<file path="src/rtl/fcd_pkg.sv">
package fcd_pkg;
    localparam int KEY_AW = 15;
    localparam logic [KEY_AW-1:0] KEY_ADDR_A = 15'h5555;
    localparam logic [KEY_AW-1:0] KEY_ADDR_B = 15'h2AAA;
    localparam logic [7:0] KEY_D1    = 8'hAA;
    localparam logic [7:0] KEY_D2    = 8'h55;
    localparam logic [7:0] OP_PROG   = 8'hA0;
    localparam logic [7:0] OP_ERSFAM = 8'h80;
    localparam logic [7:0] OP_ID_IN  = 8'h90;
    localparam logic [7:0] OP_ID_OUT = 8'hF0;
    localparam logic [7:0] OP_CHIP   = 8'h10;
    localparam logic [7:0] OP_LOCK   = 8'h40;
    localparam logic [7:0] OP_SECT   = 8'h30;

    typedef enum logic [2:0] {
        ST_IDLE,
        ST_KEY1,
        ST_KEY2,
        ST_PROG_ARM,
        ST_ERS_KEY0,
        ST_ERS_KEY1,
        ST_ERS_KEY2
    } seq_state_t;

    typedef enum logic [2:0] {
        EV_NONE,
        EV_PROG,
        EV_CHIP,
        EV_SECT,
        EV_LOCK,
        EV_ID_IN,
        EV_ID_OUT
    } seq_evt_t;
endpackage

</file>
<file path="src/rtl/fcd_sync.sv">
module fcd_sync #(
    parameter int WIDTH  = 4,
    parameter int STAGES = 2
) (
    input  logic             clk,
    input  logic             rst_n,
    input  logic [WIDTH-1:0] d_async,
    output logic [WIDTH-1:0] d_sync
);
    logic [WIDTH-1:0] chain [STAGES];

    generate
        for (genvar s = 0; s < STAGES; s++) begin : g_stage
            if (s == 0) begin : g_first
                always_ff @(posedge clk or negedge rst_n) begin
                    if (!rst_n) chain[0] <= '1;
                    else        chain[0] <= d_async;
                end
            end else begin : g_rest
                always_ff @(posedge clk or negedge rst_n) begin
                    if (!rst_n) chain[s] <= '1;
                    else        chain[s] <= chain[s-1];
                end
            end
        end
    endgenerate

    assign d_sync = chain[STAGES-1];
endmodule

</file>
<file path="src/rtl/fcd_bus_watch.sv">
module fcd_bus_watch #(
    parameter int ADDR_W     = 17,
    parameter int DATA_W     = 16,
    parameter int GLITCH_CYC = 3
) (
    input  logic              clk,
    input  logic              rst_n,
    input  logic              ce_s,
    input  logic              oe_s,
    input  logic              we_s,
    input  logic [ADDR_W-1:0] bus_addr,
    input  logic [DATA_W-1:0] bus_data,
    output logic              wr_stb,
    output logic [ADDR_W-1:0] wr_addr,
    output logic [DATA_W-1:0] wr_data,
    output logic              rd_stb
);
    localparam int CW = $clog2(GLITCH_CYC + 1);
    localparam logic [CW-1:0] CNT_MAX = CW'(GLITCH_CYC);

    logic              wr_lvl, wr_lvl_q;
    logic              rd_lvl, rd_lvl_q;
    logic              wr_end_ok;
    logic [CW-1:0]     width_cnt;
    logic [ADDR_W-1:0] addr_lat;

    assign wr_lvl    = !ce_s && oe_s && !we_s;
    assign rd_lvl    = !ce_s && !oe_s;
    assign wr_end_ok = wr_lvl_q && !wr_lvl && !ce_s && oe_s && we_s;

    always_ff @(posedge clk or negedge rst_n) begin
        if (!rst_n) begin
            wr_lvl_q  <= 1'b0;
            rd_lvl_q  <= 1'b0;
            width_cnt <= '0;
            addr_lat  <= '0;
            wr_stb    <= 1'b0;
            wr_addr   <= '0;
            wr_data   <= '0;
            rd_stb    <= 1'b0;
        end else begin
            wr_lvl_q <= wr_lvl;
            rd_lvl_q <= rd_lvl;
            rd_stb   <= rd_lvl && !rd_lvl_q;
            wr_stb   <= 1'b0;
            if (wr_lvl && !wr_lvl_q) begin
                addr_lat  <= bus_addr;
                width_cnt <= CW'(1);
            end else if (wr_lvl && width_cnt < CNT_MAX) begin
                width_cnt <= width_cnt + CW'(1);
            end
            if (wr_end_ok && width_cnt >= CNT_MAX) begin
                wr_stb  <= 1'b1;
                wr_addr <= addr_lat;
                wr_data <= bus_data;
            end
        end
    end
endmodule

</file>
<file path="src/rtl/fcd_rst_filter.sv">
module fcd_rst_filter #(
    parameter int RST_MIN_CYC = 8
) (
    input  logic clk,
    input  logic rst_n,
    input  logic bus_rst_s,
    output logic clr
);
    localparam int RW = $clog2(RST_MIN_CYC + 1);
    localparam logic [RW-1:0] HOLD_MAX = RW'(RST_MIN_CYC);

    logic [RW-1:0] low_cnt;

    always_ff @(posedge clk or negedge rst_n) begin
        if (!rst_n)              low_cnt <= '0;
        else if (bus_rst_s)      low_cnt <= '0;
        else if (low_cnt != HOLD_MAX) low_cnt <= low_cnt + RW'(1);
    end

    assign clr = (low_cnt == HOLD_MAX);
endmodule

</file>
<file path="src/rtl/fcd_seq_fsm.sv">
module fcd_seq_fsm
    import fcd_pkg::*;
#(
    parameter int ADDR_W = 17,
    parameter int DATA_W = 16
) (
    input  logic              clk,
    input  logic              rst_n,
    input  logic              wr_stb,
    input  logic [ADDR_W-1:0] wr_addr,
    input  logic [DATA_W-1:0] wr_data,
    input  logic              rd_stb,
    input  logic              clr,
    input  logic              busy,
    output seq_state_t        state,
    output logic              prog_stb,
    output logic              chip_erase_stb,
    output logic              sector_erase_stb,
    output logic              lock_set_stb,
    output logic              id_enter_stb,
    output logic              id_exit_stb,
    output logic              id_mode,
    output logic [ADDR_W-1:0] cmd_addr,
    output logic [DATA_W-1:0] cmd_data
);
    seq_state_t nxt;
    seq_evt_t   evt;
    logic       step, at_a, at_b;
    logic [7:0] dlo;

    assign step = wr_stb && !busy;
    assign at_a = (wr_addr[KEY_AW-1:0] == KEY_ADDR_A);
    assign at_b = (wr_addr[KEY_AW-1:0] == KEY_ADDR_B);
    assign dlo  = wr_data[7:0];

    always_comb begin
        nxt = state;
        evt = EV_NONE;
        if (clr || rd_stb) begin
            nxt = ST_IDLE;
        end else if (step) begin
            unique case (state)
                ST_IDLE: begin
                    if (at_a && dlo == KEY_D1) nxt = ST_KEY1;
                    else if (dlo == OP_ID_OUT) evt = EV_ID_OUT;
                end
                ST_KEY1: nxt = (at_b && dlo == KEY_D2) ? ST_KEY2 : ST_IDLE;
                ST_KEY2: begin
                    nxt = ST_IDLE;
                    if (at_a) begin
                        if (dlo == OP_PROG)        nxt = ST_PROG_ARM;
                        else if (dlo == OP_ERSFAM) nxt = ST_ERS_KEY0;
                        else if (dlo == OP_ID_IN)  evt = EV_ID_IN;
                        else if (dlo == OP_ID_OUT) evt = EV_ID_OUT;
                    end
                end
                ST_PROG_ARM: begin
                    nxt = ST_IDLE;
                    evt = EV_PROG;
                end
                ST_ERS_KEY0: nxt = (at_a && dlo == KEY_D1) ? ST_ERS_KEY1 : ST_IDLE;
                ST_ERS_KEY1: nxt = (at_b && dlo == KEY_D2) ? ST_ERS_KEY2 : ST_IDLE;
                ST_ERS_KEY2: begin
                    nxt = ST_IDLE;
                    if (dlo == OP_SECT)             evt = EV_SECT;
                    else if (at_a && dlo == OP_CHIP) evt = EV_CHIP;
                    else if (at_a && dlo == OP_LOCK) evt = EV_LOCK;
                end
                default: nxt = ST_IDLE;
            endcase
        end
    end

    always_ff @(posedge clk or negedge rst_n) begin
        if (!rst_n) state <= ST_IDLE;
        else        state <= nxt;
    end

    always_ff @(posedge clk or negedge rst_n) begin
        if (!rst_n) begin
            prog_stb         <= 1'b0;
            chip_erase_stb   <= 1'b0;
            sector_erase_stb <= 1'b0;
            lock_set_stb     <= 1'b0;
            id_enter_stb     <= 1'b0;
            id_exit_stb      <= 1'b0;
            id_mode          <= 1'b0;
            cmd_addr         <= '0;
            cmd_data         <= '0;
        end else begin
            prog_stb         <= (evt == EV_PROG);
            chip_erase_stb   <= (evt == EV_CHIP);
            sector_erase_stb <= (evt == EV_SECT);
            lock_set_stb     <= (evt == EV_LOCK);
            id_enter_stb     <= (evt == EV_ID_IN);
            id_exit_stb      <= (evt == EV_ID_OUT);
            if (clr || evt == EV_ID_OUT) id_mode <= 1'b0;
            else if (evt == EV_ID_IN)    id_mode <= 1'b1;
            if (evt == EV_PROG || evt == EV_CHIP || evt == EV_SECT || evt == EV_LOCK) begin
                cmd_addr <= wr_addr;
                cmd_data <= wr_data;
            end
        end
    end
endmodule

</file>
<file path="src/rtl/flash_cmd_decoder.sv">
module flash_cmd_decoder
    import fcd_pkg::*;
#(
    parameter int ADDR_W      = 17,
    parameter int DATA_W      = 16,
    parameter int SYNC_STAGES = 2,
    parameter int GLITCH_CYC  = 3,
    parameter int RST_MIN_CYC = 8
) (
    input  logic              clk,
    input  logic              rst_n,
    input  logic              bus_ce_n,
    input  logic              bus_oe_n,
    input  logic              bus_we_n,
    input  logic              bus_rst_n,
    input  logic [ADDR_W-1:0] bus_addr,
    input  logic [DATA_W-1:0] bus_data,
    input  logic              eng_busy,
    output logic              prog_stb,
    output logic              chip_erase_stb,
    output logic              sector_erase_stb,
    output logic              lock_set_stb,
    output logic              id_enter_stb,
    output logic              id_exit_stb,
    output logic              id_mode,
    output logic [ADDR_W-1:0] cmd_addr,
    output logic [DATA_W-1:0] cmd_data
);
    localparam int CTRL_W = 4;

    logic [CTRL_W-1:0] ctrl_s;
    logic              wr_stb, rd_stb, bus_clr;
    logic [ADDR_W-1:0] wr_addr;
    logic [DATA_W-1:0] wr_data;
    seq_state_t        seq_state;

    fcd_sync #(.WIDTH(CTRL_W), .STAGES(SYNC_STAGES)) u_sync (
        .clk     (clk),
        .rst_n   (rst_n),
        .d_async ({bus_rst_n, bus_we_n, bus_oe_n, bus_ce_n}),
        .d_sync  (ctrl_s)
    );

    fcd_bus_watch #(.ADDR_W(ADDR_W), .DATA_W(DATA_W), .GLITCH_CYC(GLITCH_CYC)) u_watch (
        .clk      (clk),
        .rst_n    (rst_n),
        .ce_s     (ctrl_s[0]),
        .oe_s     (ctrl_s[1]),
        .we_s     (ctrl_s[2]),
        .bus_addr (bus_addr),
        .bus_data (bus_data),
        .wr_stb   (wr_stb),
        .wr_addr  (wr_addr),
        .wr_data  (wr_data),
        .rd_stb   (rd_stb)
    );

    fcd_rst_filter #(.RST_MIN_CYC(RST_MIN_CYC)) u_rstf (
        .clk       (clk),
        .rst_n     (rst_n),
        .bus_rst_s (ctrl_s[3]),
        .clr       (bus_clr)
    );

    fcd_seq_fsm #(.ADDR_W(ADDR_W), .DATA_W(DATA_W)) u_fsm (
        .clk              (clk),
        .rst_n            (rst_n),
        .wr_stb           (wr_stb),
        .wr_addr          (wr_addr),
        .wr_data          (wr_data),
        .rd_stb           (rd_stb),
        .clr              (bus_clr),
        .busy             (eng_busy),
        .state            (seq_state),
        .prog_stb         (prog_stb),
        .chip_erase_stb   (chip_erase_stb),
        .sector_erase_stb (sector_erase_stb),
        .lock_set_stb     (lock_set_stb),
        .id_enter_stb     (id_enter_stb),
        .id_exit_stb      (id_exit_stb),
        .id_mode          (id_mode),
        .cmd_addr         (cmd_addr),
        .cmd_data         (cmd_data)
    );
endmodule

</file>
<file path="config.mk">
export PLATFORM = sky130hd
export DESIGN_NAME = flash_cmd_decoder
export DESIGN_NICKNAME = d
export VERILOG_FILES = /design/src/rtl/fcd_pkg.sv /design/src/rtl/fcd_sync.sv /design/src/rtl/fcd_bus_watch.sv /design/src/rtl/fcd_rst_filter.sv /design/src/rtl/fcd_seq_fsm.sv /design/src/rtl/flash_cmd_decoder.sv
export SDC_FILE = /design/constraint.sdc
export NUM_CORES = 1
export LEC_CHECK = 0
export ABC_CLOCK_PERIOD_IN_PS = 3150
export BUFFER_PORTS_ARGS = -buffer_cell sky130_fd_sc_hd__buf_2
export CAP_MARGIN = 20
export CORE_ASPECT_RATIO = 1.75
export CORE_MARGIN = 3
export CORE_UTILIZATION = 56
export CTS_BUF_LIST = sky130_fd_sc_hd__clkbuf_16
export DETAILED_ROUTE_END_ITERATION = 6
export PLACE_DENSITY = 0.79
export RECOVER_POWER = 100
export REMOVE_ABC_BUFFERS = 1
export SYNTH_ARGS = -nofsm -noshare
export SYNTH_HDL_FRONTEND = slang
export SYNTH_HIERARCHICAL = 1
export SYNTH_SLANG_ARGS = --single-unit
</file>
<file path="constraint.sdc">
create_clock -name clk -period 3.15 [get_ports clk]
set_clock_uncertainty 0.1 [all_clocks]
set_input_delay 0.945 -clock clk [delete_from_list [all_inputs] [get_ports clk]]
set_output_delay 0.945 -clock clk [all_outputs]
set_load 0.01 [all_outputs]
</file>
## Word level (Yosys, flattened, before mapping)

Index checks and enable logic that the tools add are counted.

| word-level totals | value |
|---|---|
| register bits after elaboration | 111 |
| latch bits | 0 |
| memory bits (writable) | 0 |
| ROM bits | 0 |
| input port bits | 40 |
| output and inout port bits | 40 |
| word-level logic and storage cells | 114 |
| memories | 0 |

| cells by class | value |
|---|---|
| $add $sub $neg | 2 |
| $mul | 0 |
| divide/modulo/power cells | 0 |
| magnitude comparators | 2 |
| equality and inequality tests | 26 |
| shift operators | 0 |
| muxes and demuxes | 29 |
| bitwise logic cells | 0 |
| reduce and logical (&&, ||, !) cells | 34 |

Operators by type and width:

| cell | count |
|---|---|
| two-way mux 3 bit | 19 |
| equality test 8 bit (second input constant) | 5 |
| equality test 3 bit (second input constant) | 6 |
| equality test 8 x 7 -> 1 bit (second input constant) | 2 |
| logical AND 1 bit | 16 |
| equality test 15 x 14 -> 1 bit (second input constant) | 1 |
| equality test 15 bit (second input constant) | 1 |
| case mux 3 bit (5 select lines) | 1 |
| equality test 3 x 2 -> 1 bit (second input constant) | 4 |
| case mux 3 bit (4 select lines) | 1 |
| equality test 8 x 5 -> 1 bit (second input constant) | 1 |
| equality test 8 x 6 -> 1 bit (second input constant) | 1 |
| two-way mux 4 bit | 2 |
| nonzero test 2 bit | 4 |
| logical NOT 1 bit | 7 |
| equality test 3 x 1 -> 1 bit (second input constant) | 2 |
| two-way mux 2 bit | 3 |
| logical OR 1 bit | 5 |
| adder 4 x 1 -> 4 bit (second input constant) | 1 |
| equality test 4 bit (second input constant) | 1 |
| inequality test 4 bit (second input constant) | 1 |
| logical NOT 3 bit | 1 |
| two-way mux 1 bit | 3 |
| inequality test 3 x 1 -> 1 bit (second input constant) | 1 |
| 4 further kinds | 4 |

## Longest topological paths before layout

Gate-level depths: netlist of the first run.

| depth | value |
|---|---|
| depth after elaboration | 13 |
| depth in mapped cells | 12 |

## Hierarchy

The synthesis of the first run kept the hierarchy.

By module, submodules not included:

| module | times used | cells an instance | area each (um^2) |
|---|---|---|---|
| fcd_seq_fsm | 1 | 207 | 2264.7 |
| fcd_bus_watch | 1 | 128 | 2139.6 |
| fcd_sync | 1 | 12 | 240.2 |
| fcd_rst_filter | 1 | 20 | 219.0 |

## Worst setup path after synthesis of the first run

OpenSTA, ideal clock, no wires.

| timing path | value |
|---|---|
| path type | register -> register |
| start point | register u_watch.wr_data[1] |
| end point | register u_fsm.cmd_addr[16] |
| arrival time | 2430 ps |
| data required time | 2925 ps |
| setup slack | 495 ps |
| cell stages (with the launch flop) | 9 |
| buffers on the path | 2 |
| clock period less this slack | 2655 ps |
| cell sequence | dfrtp_1 or4_1 buf_2 or3_4 o31ai_4 o21ai_4 o21ai_4 buf_6 mux2_4 |

| between the ends | value |
|---|---|
| longest elaborated chain between the ends | 13 |

Ends and longest elaborated chain:

| item | line | text |
|---|---|---|
| start, declared | fcd_bus_watch.sv:15 | `output logic [DATA_W-1:0] wr_data,` |
| start signal, assigned | fcd_bus_watch.sv:55 | `wr_data <= bus_data;` |
| equality test 8 bit | fcd_seq_fsm.sv:45, fcd_seq_fsm.sv:54 |  |
| two-way mux 3 bit | fcd_seq_fsm.sv:45, fcd_seq_fsm.sv:54 |  |
| two-way mux 3 bit | fcd_seq_fsm.sv:53 | `else if (dlo == OP_ID_IN) evt = EV_ID_IN;` |
| two-way mux 3 bit | fcd_seq_fsm.sv:52 | `else if (dlo == OP_ERSFAM) nxt = ST_ERS_KEY0;` |
| two-way mux 3 bit | fcd_seq_fsm.sv:51 | `if (dlo == OP_PROG) nxt = ST_PROG_ARM;` |
| two-way mux 3 bit | fcd_seq_fsm.sv:50 | `if (at_a) begin` |
| case mux 3 bit (4 select lines) (*) | fcd_seq_fsm.sv:42 | `unique case (state)` |
| two-way mux 3 bit (*) | fcd_seq_fsm.sv:41 | `end else if (step) begin` |
| two-way mux 3 bit (*) | fcd_seq_fsm.sv:39 | `if (clr \|\| rd_stb) begin` |
| equality test 3 x 1 -> 1 bit or equality test 3 x 2 -> 1 bit (tied branches) | fcd_seq_fsm.sv:99 | `if (evt == EV_PROG \|\| evt == EV_CHIP \|\| evt == EV_SECT \|\| evt == EV_LOCK) begin` |
| logical OR 1 bit (2 in series) | fcd_seq_fsm.sv:99 |  |
| logical OR 1 bit (*) | fcd_seq_fsm.sv:99 |  |
| end signal, assigned | fcd_seq_fsm.sv:100 | `cmd_addr <= wr_addr;` |
| end, declared | fcd_seq_fsm.sv:23 | `output logic [ADDR_W-1:0] cmd_addr,` |

Mark *: on every way between the ends. The rest lies on a longest branch, timed or not.
A chain may end at the register's enable or synchronous reset.

## Final worst setup path of the first run

| timing path | value |
|---|---|
| start point | register u_watch.wr_data[1] |
| end point | register u_fsm.cmd_data[11] |

| between the ends | value |
|---|---|
| longest elaborated chain between the ends | 13 |

Ends and longest elaborated chain:

| item | line | text |
|---|---|---|
| equality test 8 bit | fcd_seq_fsm.sv:45, fcd_seq_fsm.sv:54 |  |
| two-way mux 3 bit | fcd_seq_fsm.sv:45, fcd_seq_fsm.sv:54 |  |
| two-way mux 3 bit | fcd_seq_fsm.sv:53 |  |
| two-way mux 3 bit | fcd_seq_fsm.sv:52 |  |
| two-way mux 3 bit | fcd_seq_fsm.sv:51 |  |
| two-way mux 3 bit | fcd_seq_fsm.sv:50 |  |
| case mux 3 bit (4 select lines) (*) | fcd_seq_fsm.sv:42 |  |
| two-way mux 3 bit (*) | fcd_seq_fsm.sv:41 |  |
| two-way mux 3 bit (*) | fcd_seq_fsm.sv:39 |  |
| equality test 3 x 1 -> 1 bit or equality test 3 x 2 -> 1 bit (tied branches) | fcd_seq_fsm.sv:99 |  |
| logical OR 1 bit (2 in series) | fcd_seq_fsm.sv:99 |  |
| logical OR 1 bit (*) | fcd_seq_fsm.sv:99 |  |
| end signal, assigned | fcd_seq_fsm.sv:101 | `cmd_data <= wr_data;` |
| end, declared | fcd_seq_fsm.sv:24 | `output logic [DATA_W-1:0] cmd_data` |

Marked as above.

==> impl_metrics.toml, run 1 <==
[outcome]
status = "finished clean"

[synth]
synth_top_flop_cell = "dfrtp_1"
synthArstFlopShare_pct = 100
synth_top_area_share_pct = 53.0
syn_inst = 367
yosysWarnings = 6
synth_cell_types = 61
yosys.area.top_type = "dfrtp_1"
synth_area_um2 = 4860
netlist_top_cells_area = "dfrtp_1 53%, mux2_2 13%, dfstp_2 4.3%"
yosysSeqAreaShare_pct = 57.3
synth_commonest_cells = "103 x dfrtp_1, 54 x mux2_2, 18 x nand2_1"
syn_avg_cell_area_um2 = 13.3
synth_edf_count = 0
yosysMostFrequentCell = "dfrtp_1"
ys_ff_latch = 111

[global_routing]
grt_pass1_wl_um = 17600
grtUsageTotal_pct = 22.9
grt_pass1_vias = 3528
antenna_found_initial = 0
grt_max_degree = 48
overflow = 0

[cts]
numCtsBuffers = 9
clk_pin_slew_ns = 0.07
post_cts_resized = 0
worstSkewPairLatency_ns = 0.35
cts_tree = "built"
cts_buffer_depth = 2
clkSinkCount = 111
htreeDepth = 3
cts-root-buf = "clkbuf_16"
post_cts_buffers = 0
cts_hold_buffers = 0

[setup_path]
crit_arrival_ns = 3.11
worstReg2RegEnd = "u_fsm/cmd_data[11]"
crit_required_ns = 3.27
worstSetupPathType = "reg -> reg"
worstSetupEndpointType = "flop"
reg2reg_setup_slack_ns = 0.16
critPathMaxFanout = 18
worstReg2RegStart = "u_watch/wr_data[1]"
cp-start-kind = "flop"
r2r_cells = 7

[detailed_routing]
drc = 0
viasPerCell = 5.87
wl_per_cell_um = 18.9
first_pass_iters = 4
drt-initial-drc-count = 209
wirelength_um = 10800
ant_nets = 0
num_vias = 3345

[placed_design]
dp.cells = 554
gp_congestion = 0.924
place.detailed.hpwl_um = 7770
place_worst_setup_slack_ns = 0.0837
port-buffer-count = 79

[timing]
hold-worst-slack_ns = 0.259
rsz0062_at_grt = "no"
drv_slew = 0
period_needed_ns = 2.99
finalSetupViolCount = 0
relSlewSlack_pct = 24.1
max_slew.worst_pin.slew_ns = 1.14
hold_viol_final = 0
final.setup.worst_slack_ns = 0.157
tns_ns = 0
fin_crit_sh_pct = 95.0
max_freq_ghz = 0.334

[min_path]
worstHoldPathCells = 0
min_from = "u_sync/chain[7]"
hold_path_class = "reg -> reg"
hold_end = "u_sync/d_sync[3]"

[power_and_ir_drop]
p_leak_nw = 2.51
p_per_area_nw_per_um2 = 496
ir_drop_mv = 0.411

[floorplanning]
fp-row-count = 44
start_util_pct = 58.1
ios = 80
fp.coreArea_um2 = 8370
die_x_um = 76.4
die_h_um = 129
design.die.area_um2 = 9880

[final_layout]
nets = 493
final_cells = 570
syn2layout_area_growth_pct = 13.6
insertedDiodeCount = 0
layout-drive-gt1-share_pct = 31.0

[flow_run]
cap_viol_max_count = 0
[layer usage]
| layer | track usage, % | wire (um) | vias up |
|---|---|---|---|
| met5 | 0 | 0 | - |
| met4 | 12.5 | 449 | 0 |
| met2 | 42.7 | 6080 | 100 |
| met3 | 3.41 | 359 | 34 |
| met1 | 25.0 | 3870 | 1704 |
| li1 | - | - | 1507 |
[sequential cells by signal, summed over array words and instances (netlist names), 2 cells and up]
name and cells:
u_fsm/cmd_addr 17, u_sync/d_sync 4, u_rstf/low_cnt 4, u_watch/wr_addr 17
u_fsm/state 3, u_sync/chain 4, u_watch/wr_data 16, u_fsm/cmd_data 16
u_watch/width_cnt 2, u_watch/addr_lat 17
[worst max path at each step]
stage,from,cells past startpoint,end
detailed placement,u_watch/wr_addr[13],7,u_fsm/cmd_data[9]
CTS,u_watch/wr_addr[13],7,u_fsm/cmd_data[9]
global route,u_watch/wr_data[0],7,u_fsm/cmd_data[13]
finish,u_watch/wr_data[1],7,u_fsm/cmd_data[11]
global placement,u_watch/wr_addr[13],7,u_fsm/cmd_data[15]
floorplan,u_watch/wr_data[1],6,u_fsm/cmd_addr[15]
[area by class of cell]
class	count	area [um^2]
Inverter	6	22.5
Timing Repair Buffer	91	422
Clock buffer	9	225
Multi-Input combinational cell	231	1890
Clock inverter	7	33.8
Tap cell	115	144
Fill cell	697	2840
Sequential cell	111	2790
[report_power, final]
group	switching, mW	internal, mW	total, mW
clock	0.489	0.524	1.01
combinational	0.0827	0.0871	0.170
sequential	0.0541	1.51	1.56
total	0.626	2.12	2.74
[logic make-up after synthesis]
family                   after synthesis  share of synthesized area (%)
buffers and inverters                 25                           3.16
AO/OA/AOI/OAI                         61                           10.1
flip-flops                           111                           57.3
XOR/XNOR                               2                          0.360
multiplexers                          62                           14.5
adder cells (fa/ha/maj)                3                          0.772
AND/OR/NAND/NOR                      103                           13.8
[placed cells by master, fill, tap and decap left out, types with 3 or more instances in the layout]
cell,synthesis,layout
a211oi_1,3,3
a21oi_1,9,9
a22o_1,10,10
a31oi_1,5,5
buf_2,6,37
buf_4,4,8
clkbuf_1,4,43
clkbuf_16,0,9
clkbuf_2,0,3
dfrtp_1,103,103
dfstp_2,8,6
ha_1,3,3
inv_1,6,8
mux2_1,4,6
mux2_2,54,54
nand2_1,18,18
nand2b_1,3,3
nand3_1,11,12
nand3b_1,3,4
nand4b_1,3,3
nor2_1,17,17
nor2b_1,6,6
nor3_1,9,9
nor4_1,4,3
nor4_2,2,3
o21ai_0,9,9
o22a_1,8,8
or4_1,3,3
[critical path: stages, from the launching register on]
cell     delay, ns
dfrtp_1       0.43
or4_1         0.69
nor4_2        0.30
nand2_1       0.21
a31oi_4       0.30
o21ai_4       0.17
o21ai_4       0.25
mux2_1        0.40
[through the flow]
step	utilization, %	area, um^2	total power, mW
global route	66.0	5520	2.85
floorplan	-	4730	1.67
finish	66.0	5520	2.74
detailed placement	64.2	5380	1.77
global placement	64.2	5380	1.75
CTS	67.3	5640	2.77
Power figures use the tool's default switching activity.
==> inputs of run 2 (changes only) <==
--- a/config.mk
+++ b/config.mk
@@ -13,6 +13,7 @@
 export CORE_UTILIZATION = 56
 export CTS_BUF_LIST = sky130_fd_sc_hd__clkbuf_16
 export DETAILED_ROUTE_END_ITERATION = 6
+export GPL_ROUTABILITY_DRIVEN = 0
 export PLACE_DENSITY = 0.79
 export RECOVER_POWER = 100
 export REMOVE_ABC_BUFFERS = 1
==> constraint.sdc (replaced) <==
create_clock -name clk -period 3.15 [get_ports clk]
set_clock_uncertainty 0.1 [all_clocks]
set_input_delay 0.945 -clock clk [delete_from_list [all_inputs] [get_ports clk]]
set_output_delay 0.945 -clock clk [all_outputs]
set_load 0.05 [all_outputs]
==> impl_metrics.toml, run 2 (synthesis gave the netlist of run 1 again) <==
[setup_path]
crit_arrival_ns = 3.08
worstSetupEndpointType = "flop"
crit_top_cell = "o21ai_4"
path_delay_family = "simple AND/OR/NAND/NOR gates"
crit_required_ns = 3.27
cp_slowest_cell = "or4_1"
cp-start-kind = "flop"
slowest_delay_ns = 0.67
critPathMaxFanout = 17
worstSetupPathType = "reg -> reg"
crit_chain = "or4_1 -> nor3_1 -> nand4_1 -> a31oi_4 -> o21ai_4 -> o21ai_4 -> buf_12 -> mux2_2"
path_buf_inv = 1

[floorplanning]
die_x_um = 76.4
fp-row-count = 44
design.die.area_um2 = 9880
start_util_pct = 58.1
die_h_um = 129
ios = 80
fp.coreArea_um2 = 8370

[cts]
htreeDepth = 3
cts_hold_buffers = 0
cts-root-buf = "clkbuf_16"
worstSkewPairLatency_ns = 0.34
cts_buffer_depth = 2
cts_tree = "built"
post_cts_resized = 0
clkSinkCount = 111
clk_pin_slew_ns = 0.07
numCtsBuffers = 9
post_cts_buffers = 0

[power_and_ir_drop]
power_mw = 2.83
p_seq_share_pct = 55.2
p_per_area_nw_per_um2 = 510
p_switching_uw = 626
p_clk_share_pct = 39.0
power.internal_mw = 2.20
p_leak_nw = 2.50
pwr-share-comb_pct = 5.8
ir_drop_mv = 0.431
swShare_pct = 22.1

[detailed_routing]
drt-initial-drc-count = 395
wirelength_um = 10700
viasPerCell = 5.94
num_vias = 3370
ant_nets = 0
first_pass_iters = 5
wl_per_cell_um = 18.8
drc = 0

[timing]
tns_ns = 0
max_freq_ghz = 0.338
period_needed_ns = 2.95
drv_slew = 36
relSlewSlack_pct = -20.0
hold_viol_final = 0
finalSetupViolCount = 0
max_slew.worst_pin.slew_ns = 1.80
fin_crit_sh_pct = 93.8
rsz0062_at_grt = "no"

[global_routing]
antenna_found_initial = 0
grt_pass1_vias = 3517
grt_max_degree = 78
overflow = 0
grtUsageTotal_pct = 22.5
grt_pass1_wl_um = 17500

[final_layout]
syn2layout_area_growth_pct = 13.9
nets = 490
layout-drive-gt1-share_pct = 30.3
final_cell_mix = "103 x dfrtp_1, 54 x mux2_2, 44 x clkbuf_1"
insertedDiodeCount = 0
final_cells = 567
reg_top3 = "u_fsm/cmd_addr x17, u_watch/addr_lat x17, u_watch/wr_addr x17"
final_common_cell = "dfrtp_1"

[min_path]
hold_path_class = "reg -> reg"

[placed_design]
port-buffer-count = 79
place.detailed.hpwl_um = 7570
dp.cells = 548

[outcome]
status = "complete, but fails checks"
violations = "max-capacitance violations, max-slew violations"

[flow_run]
cap_viol_max_count = 1
==> run 2: final timing paths <==
check	from	end	slack (ns)	depth (start not counted)
max reg2reg	u_watch/wr_data[1]	u_fsm/cmd_addr[15]	0.20	8
min reg2reg	u_sync/chain[7]	u_sync/d_sync[3]	0.26	0
max in group asynchronous	rst_n	u_watch/wr_addr[12]	0.55	2
min	u_sync/chain[7]	u_sync/d_sync[3]	0.26	0
max	u_watch/wr_data[1]	u_fsm/cmd_addr[15]	0.20	8
min in group asynchronous	rst_n	u_rstf/low_cnt[2]	0.97	1
==> run 2: per-stage QoR <==
stage	setup WS, ns	hold slack, ns	util (%)	cell area, um^2
floorplan	0.464	0.245	-	4730
global placement	0.215	0.245	63.7	5330
detailed placement	0.143	0.249	63.7	5330
CTS	0.169	0.260	67.2	5620
global route	0.0987	0.263	66.2	5540
finish	0.195	0.260	66.2	5540
==> run 2: power by group through the flow <==
stage	registers (mW)	clock network, mW	logic (mW)
after detailed placement	1.59	0	0.174
after global placement	1.58	0	0.165
after CTS	1.56	1.13	0.175
final	1.56	1.10	0.165
after global routing	1.57	1.18	0.186
after floorplan	1.57	0	0.0975
==> run 2: worst reg2reg max path, delay by kind of cell, from the launching register on <==
kind                   cells  cell delay, ns
DFF                        1            0.42
and+or+nand+nor            3            1.23
buffers and inverters      1            0.17
AOI/OAI and AO/OA          3            0.58
muxes                      1            0.34
==> run 2: per-layer routing <==
| metal | GRT usage [%] | up-vias | part of all wire, % |
|---|---|---|---|
| li1 | - | 1505 | - |
| met1 | 25.2 | 1690 | 37 |
| met2 | 42.5 | 134 | 56 |
| met3 | 3.41 | 41 | 4.0 |
| met4 | 9.71 | 0 | 3.5 |
| met5 | 0 | - | 0 |
==> run 2: area by class of cell <==
| type | instances | area, um^2 |
|---|---|---|
| multi-input cells | 231 | 1880 |
| repair buffers | 88 | 417 |
| flip-flops and latches | 111 | 2790 |
| well taps | 115 | 144 |
| clock inverters | 7 | 62.6 |
| fillers | 674 | 2830 |
| inverters | 6 | 22.5 |
| clock buffers | 9 | 225 |
